[src/rtl/smb_host_pkg.sv]
package smb_host_pkg;

    typedef enum logic [1:0] {
        SQ_IDLE,
        SQ_ISSUE,
        SQ_WAIT,
        SQ_SETTLE
    } sq_state_e;

    localparam logic [2:0] PR_QUICK = 3'd0;
    localparam logic [2:0] PR_BYTE  = 3'd1;
    localparam logic [2:0] PR_BDATA = 3'd2;
    localparam logic [2:0] PR_WORD  = 3'd3;
    localparam logic [2:0] PR_BLOCK = 3'd5;

    localparam logic [7:0] ST_BUSY   = 8'h01;
    localparam logic [7:0] ST_DONE   = 8'h02;
    localparam logic [7:0] ST_DEVERR = 8'h04;
    localparam logic [7:0] ST_FAIL   = 8'h10;
    localparam logic [7:0] ST_W1C    = 8'h1E;

    localparam int OFF_STAT  = 0;
    localparam int OFF_CTL   = 2;
    localparam int OFF_CMD   = 3;
    localparam int OFF_SADDR = 4;
    localparam int OFF_D0    = 5;
    localparam int OFF_D1    = 6;
    localparam int OFF_BLK   = 7;

    localparam int CTL_START = 6;
    localparam int CTL_KILL  = 1;

    function automatic logic proto_known(input logic [2:0] p);
        return (p == PR_QUICK) || (p == PR_BYTE) || (p == PR_BDATA) ||
               (p == PR_WORD)  || (p == PR_BLOCK);
    endfunction

endpackage

[src/rtl/smb_blk_buf.sv]
module smb_blk_buf #(
    parameter  int DEPTH = 32,
    localparam int IW    = $clog2(DEPTH)
) (
    input  logic          clk,
    input  logic          rst_n,
    input  logic          host_rd,
    input  logic          host_wr,
    input  logic [7:0]    host_wdata,
    output logic [7:0]    host_rdata,
    input  logic          idx_clr,
    input  logic [IW-1:0] be_idx,
    input  logic          be_we,
    input  logic [7:0]    be_wdata,
    output logic [7:0]    be_rdata
);

    logic [7:0]    mem [DEPTH];
    logic [IW-1:0] idx_q;
    logic [IW-1:0] idx_nx;

    assign idx_nx     = (idx_q == IW'(DEPTH - 1)) ? '0 : idx_q + 1'b1;
    assign host_rdata = mem[idx_q];
    assign be_rdata   = mem[be_idx];

    always_ff @(posedge clk or negedge rst_n) begin
        if (!rst_n) begin
            idx_q <= '0;
        end else if (idx_clr) begin
            idx_q <= '0;
        end else if (host_rd || host_wr) begin
            idx_q <= idx_nx;
        end
    end

    always_ff @(posedge clk or negedge rst_n) begin
        if (!rst_n) begin
            for (int i = 0; i < DEPTH; i++) mem[i] <= '0;
        end else begin
            if (be_we)   mem[be_idx] <= be_wdata;
            if (host_wr) mem[idx_q]  <= host_wdata;
        end
    end

    AST_IDX_REWIND: assert property (@(posedge clk) disable iff (!rst_n)
        idx_clr |=> (idx_q == '0));

endmodule

[src/rtl/smb_seq.sv]
module smb_seq
    import smb_host_pkg::*;
#(
    parameter int SETTLE_CYC = 2000
) (
    input  logic       clk,
    input  logic       rst_n,
    input  logic       start_go,
    input  logic       kill_go,
    input  logic [2:0] proto,
    input  logic       w1c_go,
    input  logic [7:0] w1c_val,
    input  logic       rsp_done,
    input  logic       rsp_ack,
    output logic [7:0] stat,
    output logic       req_valid,
    output logic       accept,
    output logic       capture
);

    localparam int CW = $clog2(SETTLE_CYC + 1);

    sq_state_e     state_q, state_d;
    logic [7:0]    pend_q;
    logic [CW-1:0] cnt_q;

    assign req_valid = (state_q == SQ_ISSUE);
    assign accept    = (state_q == SQ_IDLE) && start_go;
    assign capture   = (state_q == SQ_WAIT) && rsp_done && rsp_ack && !kill_go;

    always_comb begin
        state_d = state_q;
        unique case (state_q)
            SQ_IDLE:   if (start_go) state_d = proto_known(proto) ? SQ_ISSUE : SQ_SETTLE;
            SQ_ISSUE:  state_d = kill_go ? SQ_IDLE : SQ_WAIT;
            SQ_WAIT:   if (kill_go) state_d = SQ_IDLE;
                       else if (rsp_done) state_d = SQ_SETTLE;
            SQ_SETTLE: if (kill_go || cnt_q == '0) state_d = SQ_IDLE;
        endcase
    end

    always_ff @(posedge clk or negedge rst_n) begin
        if (!rst_n) state_q <= SQ_IDLE;
        else        state_q <= state_d;
    end

    always_ff @(posedge clk or negedge rst_n) begin
        if (!rst_n) begin
            stat   <= '0;
            pend_q <= '0;
            cnt_q  <= '0;
        end else begin
            unique case (state_q)
                SQ_IDLE: begin
                    if (start_go) begin
                        stat <= ST_BUSY;
                        if (!proto_known(proto)) begin
                            pend_q <= ST_DEVERR;
                            cnt_q  <= CW'(SETTLE_CYC - 1);
                        end
                    end else if (w1c_go) begin
                        stat <= stat & ~(w1c_val & ST_W1C);
                    end
                end
                SQ_ISSUE: begin
                    if (kill_go) stat <= ST_FAIL;
                end
                SQ_WAIT: begin
                    if (kill_go) begin
                        stat <= ST_FAIL;
                    end else if (rsp_done) begin
                        pend_q <= rsp_ack ? ST_DONE : ST_DEVERR;
                        cnt_q  <= CW'(SETTLE_CYC - 1);
                    end
                end
                SQ_SETTLE: begin
                    if (kill_go)           stat  <= ST_FAIL;
                    else if (cnt_q == '0)  stat  <= pend_q;
                    else                   cnt_q <= cnt_q - 1'b1;
                end
            endcase
        end
    end

    AST_REQ_SINGLE: assert property (@(posedge clk) disable iff (!rst_n)
        req_valid |=> !req_valid);
    AST_REQ_BUSY: assert property (@(posedge clk) disable iff (!rst_n)
        req_valid |-> (stat == ST_BUSY));
    AST_BAD_PROTO_NO_REQ: assert property (@(posedge clk) disable iff (!rst_n)
        (accept && !proto_known(proto)) |=> !req_valid);
    AST_SETTLE_BOUND: assert property (@(posedge clk) disable iff (!rst_n)
        (state_q == SQ_SETTLE) |-> (cnt_q < CW'(SETTLE_CYC)));
    AST_KILL_FAIL: assert property (@(posedge clk) disable iff (!rst_n)
        ((state_q != SQ_IDLE) && kill_go) |=> (stat == ST_FAIL));
    AST_BUSY_START_IGNORED: assert property (@(posedge clk) disable iff (!rst_n)
        ((state_q != SQ_IDLE) && start_go) |=> !req_valid);

endmodule

[src/rtl/smb_host_regs.sv]
module smb_host_regs
    import smb_host_pkg::*;
#(
    parameter  int ADDR_W     = 4,
    parameter  int BLK_DEPTH  = 32,
    parameter  int SETTLE_CYC = 2000,
    localparam int IW         = $clog2(BLK_DEPTH)
) (
    input  logic              clk,
    input  logic              rst_n,
    input  logic [ADDR_W-1:0] reg_addr,
    input  logic              reg_rd,
    input  logic              reg_wr,
    input  logic [7:0]        reg_wdata,
    output logic [7:0]        reg_rdata,
    output logic              req_valid,
    output logic [6:0]        req_taddr,
    output logic              req_read,
    output logic [2:0]        req_proto,
    output logic [7:0]        req_cmd,
    output logic [7:0]        req_wdata0,
    output logic [7:0]        req_wdata1,
    input  logic              rsp_done,
    input  logic              rsp_ack,
    input  logic [7:0]        rsp_rdata0,
    input  logic [7:0]        rsp_rdata1,
    input  logic [7:0]        rsp_count,
    input  logic [IW-1:0]     be_blk_idx,
    input  logic              be_blk_we,
    input  logic [7:0]        be_blk_wdata,
    output logic [7:0]        be_blk_rdata
);

    logic sel_stat, sel_ctl, sel_cmd, sel_saddr, sel_d0, sel_d1, sel_blk;
    logic [7:0] ctl_q, cmd_q, saddr_q, d0_q, d1_q;
    logic [2:0] act_proto_q;
    logic       act_rd_q;
    logic [7:0] stat, blk_rdata;
    logic       start_go, kill_go, accept, capture;

    assign sel_stat  = (reg_addr == ADDR_W'(OFF_STAT));
    assign sel_ctl   = (reg_addr == ADDR_W'(OFF_CTL));
    assign sel_cmd   = (reg_addr == ADDR_W'(OFF_CMD));
    assign sel_saddr = (reg_addr == ADDR_W'(OFF_SADDR));
    assign sel_d0    = (reg_addr == ADDR_W'(OFF_D0));
    assign sel_d1    = (reg_addr == ADDR_W'(OFF_D1));
    assign sel_blk   = (reg_addr == ADDR_W'(OFF_BLK));

    assign start_go = reg_wr && sel_ctl && reg_wdata[CTL_START];
    assign kill_go  = reg_wr && sel_ctl && reg_wdata[CTL_KILL];

    smb_seq #(.SETTLE_CYC(SETTLE_CYC)) u_seq (
        .clk      (clk),
        .rst_n    (rst_n),
        .start_go (start_go),
        .kill_go  (kill_go),
        .proto    (reg_wdata[4:2]),
        .w1c_go   (reg_wr && sel_stat),
        .w1c_val  (reg_wdata),
        .rsp_done (rsp_done),
        .rsp_ack  (rsp_ack),
        .stat     (stat),
        .req_valid(req_valid),
        .accept   (accept),
        .capture  (capture)
    );

    smb_blk_buf #(.DEPTH(BLK_DEPTH)) u_buf (
        .clk       (clk),
        .rst_n     (rst_n),
        .host_rd   (reg_rd && sel_blk),
        .host_wr   (reg_wr && sel_blk),
        .host_wdata(reg_wdata),
        .host_rdata(blk_rdata),
        .idx_clr   (reg_rd && sel_ctl),
        .be_idx    (be_blk_idx),
        .be_we     (be_blk_we),
        .be_wdata  (be_blk_wdata),
        .be_rdata  (be_blk_rdata)
    );

    always_ff @(posedge clk or negedge rst_n) begin
        if (!rst_n) begin
            ctl_q       <= '0;
            cmd_q       <= '0;
            saddr_q     <= '0;
            d0_q        <= '0;
            d1_q        <= '0;
            act_proto_q <= '0;
            act_rd_q    <= 1'b0;
        end else begin
            if (reg_wr) begin
                if (sel_ctl)   ctl_q   <= reg_wdata & ~(8'h1 << CTL_START);
                if (sel_cmd)   cmd_q   <= reg_wdata;
                if (sel_saddr) saddr_q <= reg_wdata;
                if (sel_d0)    d0_q    <= reg_wdata;
                if (sel_d1)    d1_q    <= reg_wdata;
            end
            if (accept) begin
                act_proto_q <= reg_wdata[4:2];
                act_rd_q    <= saddr_q[0];
            end
            if (capture && act_rd_q) begin
                unique case (act_proto_q)
                    PR_BYTE, PR_BDATA: d0_q <= rsp_rdata0;
                    PR_WORD: begin
                        d0_q <= rsp_rdata0;
                        d1_q <= rsp_rdata1;
                    end
                    PR_BLOCK: d0_q <= rsp_count;
                    default: ;
                endcase
            end
        end
    end

    assign req_taddr  = saddr_q[7:1];
    assign req_read   = act_rd_q;
    assign req_proto  = act_proto_q;
    assign req_cmd    = cmd_q;
    assign req_wdata0 = d0_q;
    assign req_wdata1 = d1_q;

    always_comb begin
        reg_rdata = '0;
        if      (sel_stat)  reg_rdata = stat;
        else if (sel_ctl)   reg_rdata = ctl_q;
        else if (sel_cmd)   reg_rdata = cmd_q;
        else if (sel_saddr) reg_rdata = saddr_q;
        else if (sel_d0)    reg_rdata = d0_q;
        else if (sel_d1)    reg_rdata = d1_q;
        else if (sel_blk)   reg_rdata = blk_rdata;
    end

    AST_WRITE_KEEPS_DATA: assert property (@(posedge clk) disable iff (!rst_n)
        (capture && !act_rd_q && !reg_wr) |=> ($stable(d0_q) && $stable(d1_q)));

endmodule

[config.mk]
export PLATFORM = sky130hd
export DESIGN_NAME = smb_host_regs
export DESIGN_NICKNAME = d
export VERILOG_FILES = /design/src/rtl/smb_host_pkg.sv /design/src/rtl/smb_blk_buf.sv /design/src/rtl/smb_seq.sv /design/src/rtl/smb_host_regs.sv
export SDC_FILE = /design/constraint.sdc
export NUM_CORES = 1
export LEC_CHECK = 0
export BUFFER_PORTS_ARGS = -buffer_cell sky130_fd_sc_hd__buf_2
export CELL_PAD_IN_SITES_DETAIL_PLACEMENT = 0
export CELL_PAD_IN_SITES_GLOBAL_PLACEMENT = 2
export CORE_AREA = 5 5 246 248
export DETAILED_ROUTE_END_ITERATION = 16
export DIE_AREA = 0 0 251 253
export PLACE_DENSITY_LB_ADDON = 0.05
export SLEW_MARGIN = 10
export SYNTH_ARGS = -nofsm -noshare
export SYNTH_HDL_FRONTEND = slang
export SYNTH_SLANG_ARGS = --single-unit
export TNS_END_PERCENT = 50
[constraint.sdc]
create_clock -name clk -period 3.2 [get_ports clk]
set_input_delay 0 -clock clk [delete_from_list [all_inputs] [get_ports clk]]
set_output_delay 0 -clock clk [all_outputs]
set_load 0.05 [all_outputs]
Yosys cells after proc, flatten, opt, wreduce, memory -nomap -nowiden
Index checks and enable logic that the tools add are counted.
{ "totals": {"rom_bits": 0, "out_inout_bits": 52, "in_bits": 56, "latch_bits": 0, "memories": 0, "ramBits": 0, "elab_cells": 178, "ff_bits": 333} }
{ "op_classes": {"muxes": 58, "n_div": 0, "bitwise": 4, "order_cmp": 4, "shifts": 0, "n_reduce_logical": 37, "addsub": 2, "eq_ne": 29, "n_mul": 0} }
{ "ops": {"columns": ["cell", "count"], "rows": [
  ["$bwmux 256", 2],
  ["$mux 256", 2],
  ["$mux 8", 29],
  ["$bmux 8 s5", 2],
  ["$demux 8 s5", 2],
  ["$mux 11", 6],
  ["$pmux 11 s3", 1],
  ["$pmux 8 s2", 2],
  ["$pmux 8 s3", 1],
  ["$eq 4x3->1 const B", 4],
  ["$mux 5", 3],
  ["$logic_and 1x1->1", 14],
  ["$eq 3x2->1 const B", 4],
  ["$ge 6x6->1 const B", 2],
  ["$lt 6x1->1 const B", 2],
  ["$mux 2", 6],
  ["$not 5->6", 2],
  ["$logic_not 11->1", 1],
  ["$sub 11x1->11 const B", 1],
  ["$ne 2x2->1 const B", 5],
  ["$and 8x8->8", 1],
  ["$eq 4x2->1 const B", 2],
  ["$not 5->8", 1],
  ["$pmux 2 s4", 1],
  ["23 further kinds", 38]
]} }

Depth between registers and ports, before layout
Gate-level depths: netlist of run 1.
{ "logic_depth": {"word_depth": 11, "mapped_depth": 11, "mapped_depth_nobuf": 7} }

Cells and area by module
Synthesis of run 1 repeated with hierarchy kept, for this count alone.
{ "unflattened": {"hier_cells": 2158, "hier_area_um2": 20578.5} }
{ "by_module_without_submodules": {"columns": ["module", "seq_area_each_um2", "cells_per_inst", "instances", "area_per_inst_um2"], "rows": [
  ["smb_blk_buf", 6531.3, 1776, 1, 16749.8],
  ["smb_host_regs", 1076.0, 234, 1, 2522.4],
  ["smb_seq", 500.5, 148, 1, 1306.3]
]} }

Worst setup path before layout of run 1
OpenSTA, ideal clock, no wires.
{ "synth_path": {"path_type": "register to output", "start": "register u_buf.idx_q[0]", "end": "output reg_rdata[6]", "path_slack_ns": 0.828, "arrival_ns": 2.372, "required_time_ns": 3.200, "path_stages_with_launch": 6, "cell_sequence": "dfrtp_1 -> buf_2 -> buf_1 -> a2111oi_0 -> o32a_1 -> a21oi_1"} }
{ "synth_via": {"elab_chain_cells": 11} }
{ "synth_lines": {"columns": ["element", "line_no", "text"], "rows": [
  ["from (decl)", "smb_blk_buf.sv:19", "logic [IW-1:0] idx_q;"],
  ["from (signal assigned)", "smb_blk_buf.sv:32", "idx_q <= idx_nx;"],
  ["$not 5->6 (implied by the code)", "smb_blk_buf.sv:23", "assign host_rdata = mem[idx_q];"],
  ["$bmux 8 s5", "smb_blk_buf.sv:23", null],
  ["$mux 8 (implied by the code) (2 in series)", "smb_blk_buf.sv:23", null],
  ["$mux 8", "smb_host_regs.sv:132", "else if (sel_blk) reg_rdata = blk_rdata;"],
  ["$mux 8", "smb_host_regs.sv:131", "else if (sel_d1) reg_rdata = d1_q;"],
  ["$mux 8", "smb_host_regs.sv:130", "else if (sel_d0) reg_rdata = d0_q;"],
  ["$mux 8", "smb_host_regs.sv:129", "else if (sel_saddr) reg_rdata = saddr_q;"],
  ["$mux 8", "smb_host_regs.sv:128", "else if (sel_cmd) reg_rdata = cmd_q;"],
  ["$mux 8", "smb_host_regs.sv:127", "else if (sel_ctl) reg_rdata = ctl_q;"],
  ["$mux 8", "smb_host_regs.sv:126", "if (sel_stat) reg_rdata = stat;"],
  ["to (decl)", "smb_host_regs.sv:15", "output logic [7:0] reg_rdata,"]
]} }
Every way passes these cells. The select of a mux whose other input is x is not followed.

Worst setup path in the final report of run 1
{ "layout_path": {"start": "register u_buf.idx_q[1]", "end": "output reg_rdata[6]"} }
Same word-level chain as after synthesis.

==> results.sh, run 1 <==
export IMPL_synth_avg_cell_area_sq_um=9.933
export IMPL_crit_family="compound AO/OA/AOI/OAI gates"
export IMPL_synthMuxAreaShare=0.2930
export IMPL_worst_pin_slew_ns=1.228
export IMPL_crit_chain="nand4b_1 -> o22a_1 -> o221ai_1 -> nor4_1 -> buf_4 -> a21oi_1 -> buf_2"
export IMPL_vias=17010
export IMPL_area_growth_pct=16.26
export IMPL_synth_xor_area_frac=0
export IMPL_track_usage=0.2723
export IMPL_root_buffer="clkbuf_16"
export IMPL_drc=0
export IMPL_grt_pass1_wl_microns=126800
export IMPL_hold_path_class="in -> async"
export IMPL_hold_slack_ns=-0.02505
export IMPL_synth_cells=2026
export IMPL_synth_edf_count=0
export IMPL_clk_pin_slew_ns=0.06
export IMPL_worstSetupStartpointType="flop"
export IMPL_arrival_ns=3.16
export IMPL_fillers=5779
export IMPL_hold_viol=3
export IMPL_fmax_mhz=316.0
export IMPL_max_slew_margin=0.1811
export IMPL_drt_first_iter_violations=1571
export IMPL_portBuffers=107
export IMPL_synth_simple_area_share=0.1232
export IMPL_clkLatencyLatePin_ns=0.59
export IMPL_yosysWarnings=0
export IMPL_synth_ff_type="dfrtp_1"
export IMPL_ys_seq_area_frac=0.4029
export IMPL_worst_path_max_delay_cell="dfrtp_1"
export IMPL_postSynth_asyncResetShare=1.000
export IMPL_syn_area_sq_um=20120
export IMPL_fp_coreArea_sq_um=58240
export IMPL_synth_compound_area_share=0.1340
export IMPL_clkSinkCount=324
export IMPL_first_pass_iters=6
export IMPL_cts_htree_levels=2
export IMPL_synthAdderAreaFrac=0.007461
export IMPL_syn_nets=2094
export IMPL_post_route_cell_area_sq_um=23400
export IMPL_violations="hold timing"
export IMPL_layout_cells_non_filler=2914
export IMPL_cts_made_buffers=42
export IMPL_critPathMaxFanout=18
export IMPL_cts_tree="done"
export IMPL_num_rows=89
export IMPL_power_total_mw=16.36
export IMPL_final_core_util=0.4017
export IMPL_worst_setup_path_end_kind="output port"
export IMPL_irDropWorstVdd_uv=405.8
export IMPL_worst_path_buf_inv=2
export IMPL_ios=108
export IMPL_ant_nets=0
export IMPL_cellPowerDensity_nw_per_um2=699.1
export IMPL_dieArea_sq_um=63500
export IMPL_dpl_cell_area_sq_um=21520
export IMPL_synth_top_family_by_area="multiplexers"
export IMPL_slew_viol_final=0
export IMPL_ys_seq_elements=324
export IMPL_synth_top_area_share=0.4029
export IMPL_leakage_nw=9.894
export IMPL_viasPerCell=5.836
export IMPL_grt_pass1_vias=16540
export IMPL_path_class="reg -> out"
export IMPL_setup_violations=0
export IMPL_drt_total_wl_microns=88900
export IMPL_synth_distinct_cells=66
export IMPL_min_period_ns=3.164
export IMPL_cts_buffer_depth=3
export IMPL_cap_violations=0
export IMPL_synth_largest_area_cell="dfrtp_1"
export IMPL_synth_area_leaders="dfrtp_1 (40%), mux2i_1 (19%), mux4_2 (7.7%)"
export IMPL_gp_congestion=0.9421
export IMPL_slowest_delay_ns=0.67
export IMPL_antenna_found_initial=5
export IMPL_fp_dieH_microns=253
export IMPL_dp_cells=2798
export IMPL_post_route_period_util=0.9888
export IMPL_clock_skew_ns=0.02303
export IMPL_drive_above_1_share=0.1797
export IMPL_die_w_microns=251
export IMPL_run_status="finished with violations"
export IMPL_start_util=0.3455
export IMPL_wire_per_inst_microns=30.51
export IMPL_final_nets=2173
export IMPL_worst_endpoint_required_ns=3.20
export IMPL_dp_hpwl_microns=61340
export IMPL_grt_ovfl_total=0
export IMPL_rsz0062_at_grt="yes"
export IMPL_grt_max_degree=77
## what timing repair did
item                                   CTS  global route
resized for setup                       10             8
pin swaps                                0             1
hold buffers                            32             0
setup endpoints to repair                8             7
endpoints found under the hold margin  240             0
gates cloned                             1             0
setup buffers                            0             3
## kinds of logic (layout without fill, tap and decap cells)
group,Yosys count,after routing
flops,324,324
other cells,0,4
simple gates,526,526
mux,498,498
buf+inv,196,307
compound gates,470,470
fa+ha+maj,12,12
## worst register-to-register path, stage by stage, from the launching register on
cell and delay [ns]:
dfrtp_1 0.67, buf_4 0.34, ha_1 0.21, inv_1 0.08
nor3_2 0.16, buf_4 0.30, nand2_1 0.43, nor2_1 0.21
a21oi_1 0.06
## report_power, final
| group | switching [mW] | internal, mW |
|---|---|---|
| clock network | 1.99 | 2.96 |
| registers | 1.23 | 5.03 |
| logic | 3.07 | 2.08 |
## routing by layer
metal,vias to the layer above,track usage,share of wire
met3,102,0.03872,0.055
li1,7614,-,-
met4,2,0.05816,0.020
met1,8746,0.3853,0.45
met5,-,0,0.00015
met2,541,0.4487,0.47
## final cells by class
type,count,area [sq um],area share
diodes,4,10.01,0.0004278
clock buffers,60,1210,0.05171
clock inverters,16,205.2,0.008770
inverters,20,75.07,0.003209
multi-input cells,1506,11270,0.4816
flip-flops and latches,324,8118,0.3470
well taps,773,967.2,0.04134
repair buffers,211,1545,0.06604
## metrics by stage
| stage | setup TNS, ns | setup WS (ns) |
|---|---|---|
| 2_1_floorplan | 0 | 0.8282 |
| 3_3_place_gp | 0 | 0.3875 |
| 3_5_place_dp | 0 | 0.4005 |
| 4_1_cts | 0 | 0.009189 |
| 5_1_grt | -0.03552 | -0.03468 |
| 6_report | 0 | 0.03576 |
## final timing paths
check | from | endpoint | slack [ns] | depth (start not counted)
max | u_buf.idx_q[1] | reg_rdata[6] | 0.04 | 7
min | rst_n | u_buf.mem[194] | -0.03 | 2
max reg2reg | u_buf.idx_q[1] | u_buf.mem[198] | 0.57 | 8
min reg2reg | ctl_q[1] | ctl_q[1] | 0.47 | 2
max in group asynchronous | rst_n | u_buf.mem[126] | 2.30 | 3
min in group clk | reg_wdata[6] | u_seq.stat[0] | 0.04 | 4
## sequential cells by signal, indices dropped and copies added (netlist names)
signal / flops
req_cmd: 8
req_wdata1: 8
u_buf.idx_q: 5
u_seq.cnt_q: 11
ctl_q: 7
u_seq.pend_q: 2
u_seq.state_q: 2
req_proto: 3
u_buf.mem: 256
saddr_q: 8
u_seq.stat: 5
req_wdata0: 8
req_read: 1
## cells in the final DEF, fill, tap and decap left out, drive strengths merged, types with 11 or more instances in the layout
cell type,count
dlygate4sd3,32
nand2,64
mux2i,390
buf,178
a21oi,295
dfrtp,324
o22ai,62
ha,12
inv,20
a22oi,42
clkbuf,60
o21ai,23
nor3,17
nor4,13
mux2,39
nor2,330
nand4,11
clkinv,11
mux4,69
## synth_stat cells (6+ instances only)
| master | n |
|---|---|
| o21ai_0 | 17 |
| buf_2 | 21 |
| ha_1 | 12 |
| buf_4 | 8 |
| a22oi_1 | 42 |
| o22ai_1 | 62 |
| nand4b_1 | 7 |
| dfrtp_1 | 324 |
| a21oi_1 | 295 |
| mux2i_1 | 390 |
| nor2_2 | 10 |
| nand3b_1 | 9 |
| inv_1 | 20 |
| mux2_2 | 33 |
| mux4_2 | 69 |
| o21ai_1 | 6 |
| buf_1 | 23 |
| a221o_1 | 6 |
| a2111oi_0 | 6 |
| nand2_1 | 64 |
| nor4_1 | 12 |
| nor3_2 | 9 |
| and3_1 | 10 |
| nor3_1 | 8 |
| a31oi_1 | 6 |
| nand2b_1 | 9 |
| nand3_1 | 7 |
| nand4_1 | 11 |
| clkbuf_1 | 124 |
| nor2_1 | 320 |
| mux2_1 | 6 |
| nor3b_1 | 6 |
Power figures use the tool's default switching activity.
==> inputs of run 2 (changes only) <==
--- a/config.mk
+++ b/config.mk
@@ -8,9 +8,9 @@
 export BUFFER_PORTS_ARGS = -buffer_cell sky130_fd_sc_hd__buf_2
 export CELL_PAD_IN_SITES_DETAIL_PLACEMENT = 0
 export CELL_PAD_IN_SITES_GLOBAL_PLACEMENT = 2
-export CORE_AREA = 5 5 246 248
+export CORE_AREA = 2 2 243 245
 export DETAILED_ROUTE_END_ITERATION = 16
-export DIE_AREA = 0 0 251 253
+export DIE_AREA = 0 0 245 247
 export PLACE_DENSITY_LB_ADDON = 0.05
 export SLEW_MARGIN = 10
 export SYNTH_ARGS = -nofsm -noshare
==> run 2 against run 1 <==
Net effect: sequential power decreased by 1%; first-iteration DRC count decreased by 15%; critical endpoint is now reg_rdata[1]; clock-buffer cell count decreased by 4; utilization increased by 0.095 points; the run now ends clean; via count increased by 0.69%; largest power group unchanged; highest routed layer unchanged; register-to-register slack improved by 0.09 ns; worst hold slack improved by 0.051 ns; sequential cell count unchanged; cell area increased by 0.24%.
==> results.sh, run 2 (synthesis results as in run 1) <==
export IMPL_layout_common_cells="mux2i_1 (390), nor2_1 (320), dfrtp_1 (319)"
export IMPL_ant_nets=0
export IMPL_worst_setup_path_end_kind="output port"
export IMPL_regToRegEndpoint="u_buf.mem[203]"
export IMPL_drt_total_wl_microns=90470
export IMPL_reg2reg_slack_ns=0.66
export IMPL_top_register="u_buf.mem"
export IMPL_num_rows=89
export IMPL_clkLatencyLatePin_ns=0.58
export IMPL_gp_congestion=0.9314
export IMPL_pre_cts_ws_ns=0.1890
export IMPL_cts_htree_levels=2
export IMPL_drive_above_1_share=0.1886
export IMPL_track_usage=0.2997
export IMPL_dieArea_sq_um=60520
export IMPL_n_antenna_cell=0
export IMPL_rr_worst_depth=10
export IMPL_final_nets=2184
export IMPL_clkSinkCount=324
export IMPL_hold_viol=0
export IMPL_arrival_ns=3.17
export IMPL_min_period_ns=3.171
export IMPL_clock_skew_ns=0.01609
export IMPL_start_util=0.3455
export IMPL_path_class="reg -> out"
export IMPL_slew_viol_final=0
export IMPL_fmax_mhz=315.4
export IMPL_max_slew_margin=0.1585
export IMPL_fp_dieH_microns=247
export IMPL_antenna_found_initial=4
export IMPL_fp_coreArea_sq_um=58240
export IMPL_rsz0062_at_grt="no"
export IMPL_hold_end="ctl_q[1]"
export IMPL_dp_hpwl_microns=61680
export IMPL_grt_pass1_vias=16890
export IMPL_cts_tree="done"
export IMPL_worst_endpoint_required_ns=3.20
export IMPL_cts_made_buffers=41
export IMPL_die_w_microns=245
export IMPL_holdPathStages=4
export IMPL_root_buffer="clkbuf_16"
export IMPL_portBuffers=107
export IMPL_drc=0
export IMPL_wire_per_inst_microns=30.98
export IMPL_final_common_cell="mux2i_1"
export IMPL_leakage_nw=9.958
export IMPL_cts_buffer_depth=3
export IMPL_area_growth_pct=16.54
export IMPL_run_status="complete, no violations"
export IMPL_vias=17120
export IMPL_cap_violations=0
export IMPL_hp_start="reg_wdata[1]"
export IMPL_cellPowerDensity_nw_per_um2=699.5
export IMPL_grt_max_degree=98
export IMPL_irDropWorstVdd_uv=501.3
export IMPL_worstSetupStartpointType="flop"
export IMPL_setup_violations=0
export IMPL_clk_pin_slew_ns=0.06
export IMPL_biggestRegsByFlops="u_buf.mem (256), u_seq.cnt_q (11)"
export IMPL_drt_first_iter_violations=1330
export IMPL_first_pass_iters=5
export IMPL_post_route_period_util=0.9909
export IMPL_grt_ovfl_total=0
export IMPL_largest_reg_flops=256
export IMPL_viasPerCell=5.864
export IMPL_grt_pass1_wl_microns=129400
export IMPL_critPathMaxFanout=28
export IMPL_r2r_start="u_buf.idx_q[0]"
export IMPL_hold_path_class="in -> reg"
export IMPL_worst_pin_slew_ns=1.262
export IMPL_ios=108
export IMPL_layout_setup_ws_ns=0.02910
export IMPL_power_total_mw=16.41
run 2: changes by cell type in the layout (fill, tap and decap cells not counted), sizes merged:
cell | previous run | this run
buf | 178 | 193
bufbuf | 1 | 0
clkbuf | 60 | 56
clkinv | 11 | 13
clkinvlp | 1 | 0
diode | 4 | 0
dlygate4sd3 | 32 | 30
inv | 20 | 21
run 2: worst max-delay path by stage:
stage	endpoint	depth (start not counted)	slack [ns]	startpoint
CTS	reg_rdata[2]	6	-0.04	u_buf.idx_q[1]
global route	reg_rdata[1]	8	0.009	u_buf.idx_q[0]
floorplan	reg_rdata[6]	5	0.83	u_buf.idx_q[0]
global placement	reg_rdata[6]	6	0.20	u_buf.idx_q[0]
finish	reg_rdata[1]	8	0.03	u_buf.idx_q[0]
detailed placement	reg_rdata[6]	6	0.19	u_buf.idx_q[0]
run 2: routing by layer:
metal | share of wire | wire [microns] | vias up | GRT usage
li1 | - | - | 7636 | -
met1 | 0.45 | 40830 | 8789 | 0.4218
met2 | 0.47 | 42840 | 568 | 0.4894
met3 | 0.051 | 4638 | 122 | 0.03788
met4 | 0.023 | 2101 | 8 | 0.07227
met5 | 0.00054 | 49 | - | 0
run 2: report_power, final:
part           total (mW)  internal [mW]  switching [mW]
clock network        4.97           3.00            1.97
logic                5.26           2.11            3.15
registers            6.17           5.04            1.14
run 2: critical path, cell delays in order (launching register included):
cell,delay [ns]
dfrtp_4,0.50
buf_12,0.25
buf_4,0.21
mux2i_1,0.41
o22ai_1,0.20
nor4_1,0.25
nand2_1,0.19
a221o_1,0.35
buf_2,0.22
run 2: through the flow:
stage                 util  area (sq um)  TNS (ns)  cells  hold slack [ns]
floorplan                -         20120         0   2026          -0.2956
global placement    0.3707         21590         0   2810           0.1485
detailed placement  0.3707         21590         0   2810           0.1496
CTS                 0.4018         23400  -0.08324   2920         0.002014
global route        0.4027         23450         0   2920          0.06673
finish              0.4027         23450         0   2920          0.02573
run 2: final cells by class:
class | count | area (sq um)
timing repair buffer | 223 | 1593
multi-input combinational | 1506 | 11280
inverter | 20 | 75.07
tap | 773 | 967.2
clock buffer | 56 | 1225
sequential | 324 | 8117
fill | 5801 | 34790
clock inverter | 18 | 197.7
run 2: timing repair:
action / 4_1_cts / 5_1_grt
endpoints found under the hold margin: 113 / 0
hold buffers: 30 / 0
gates resized for setup: 4 / 11
endpoints found under the setup margin: 8 / 8
buffers inserted: 6 / 0
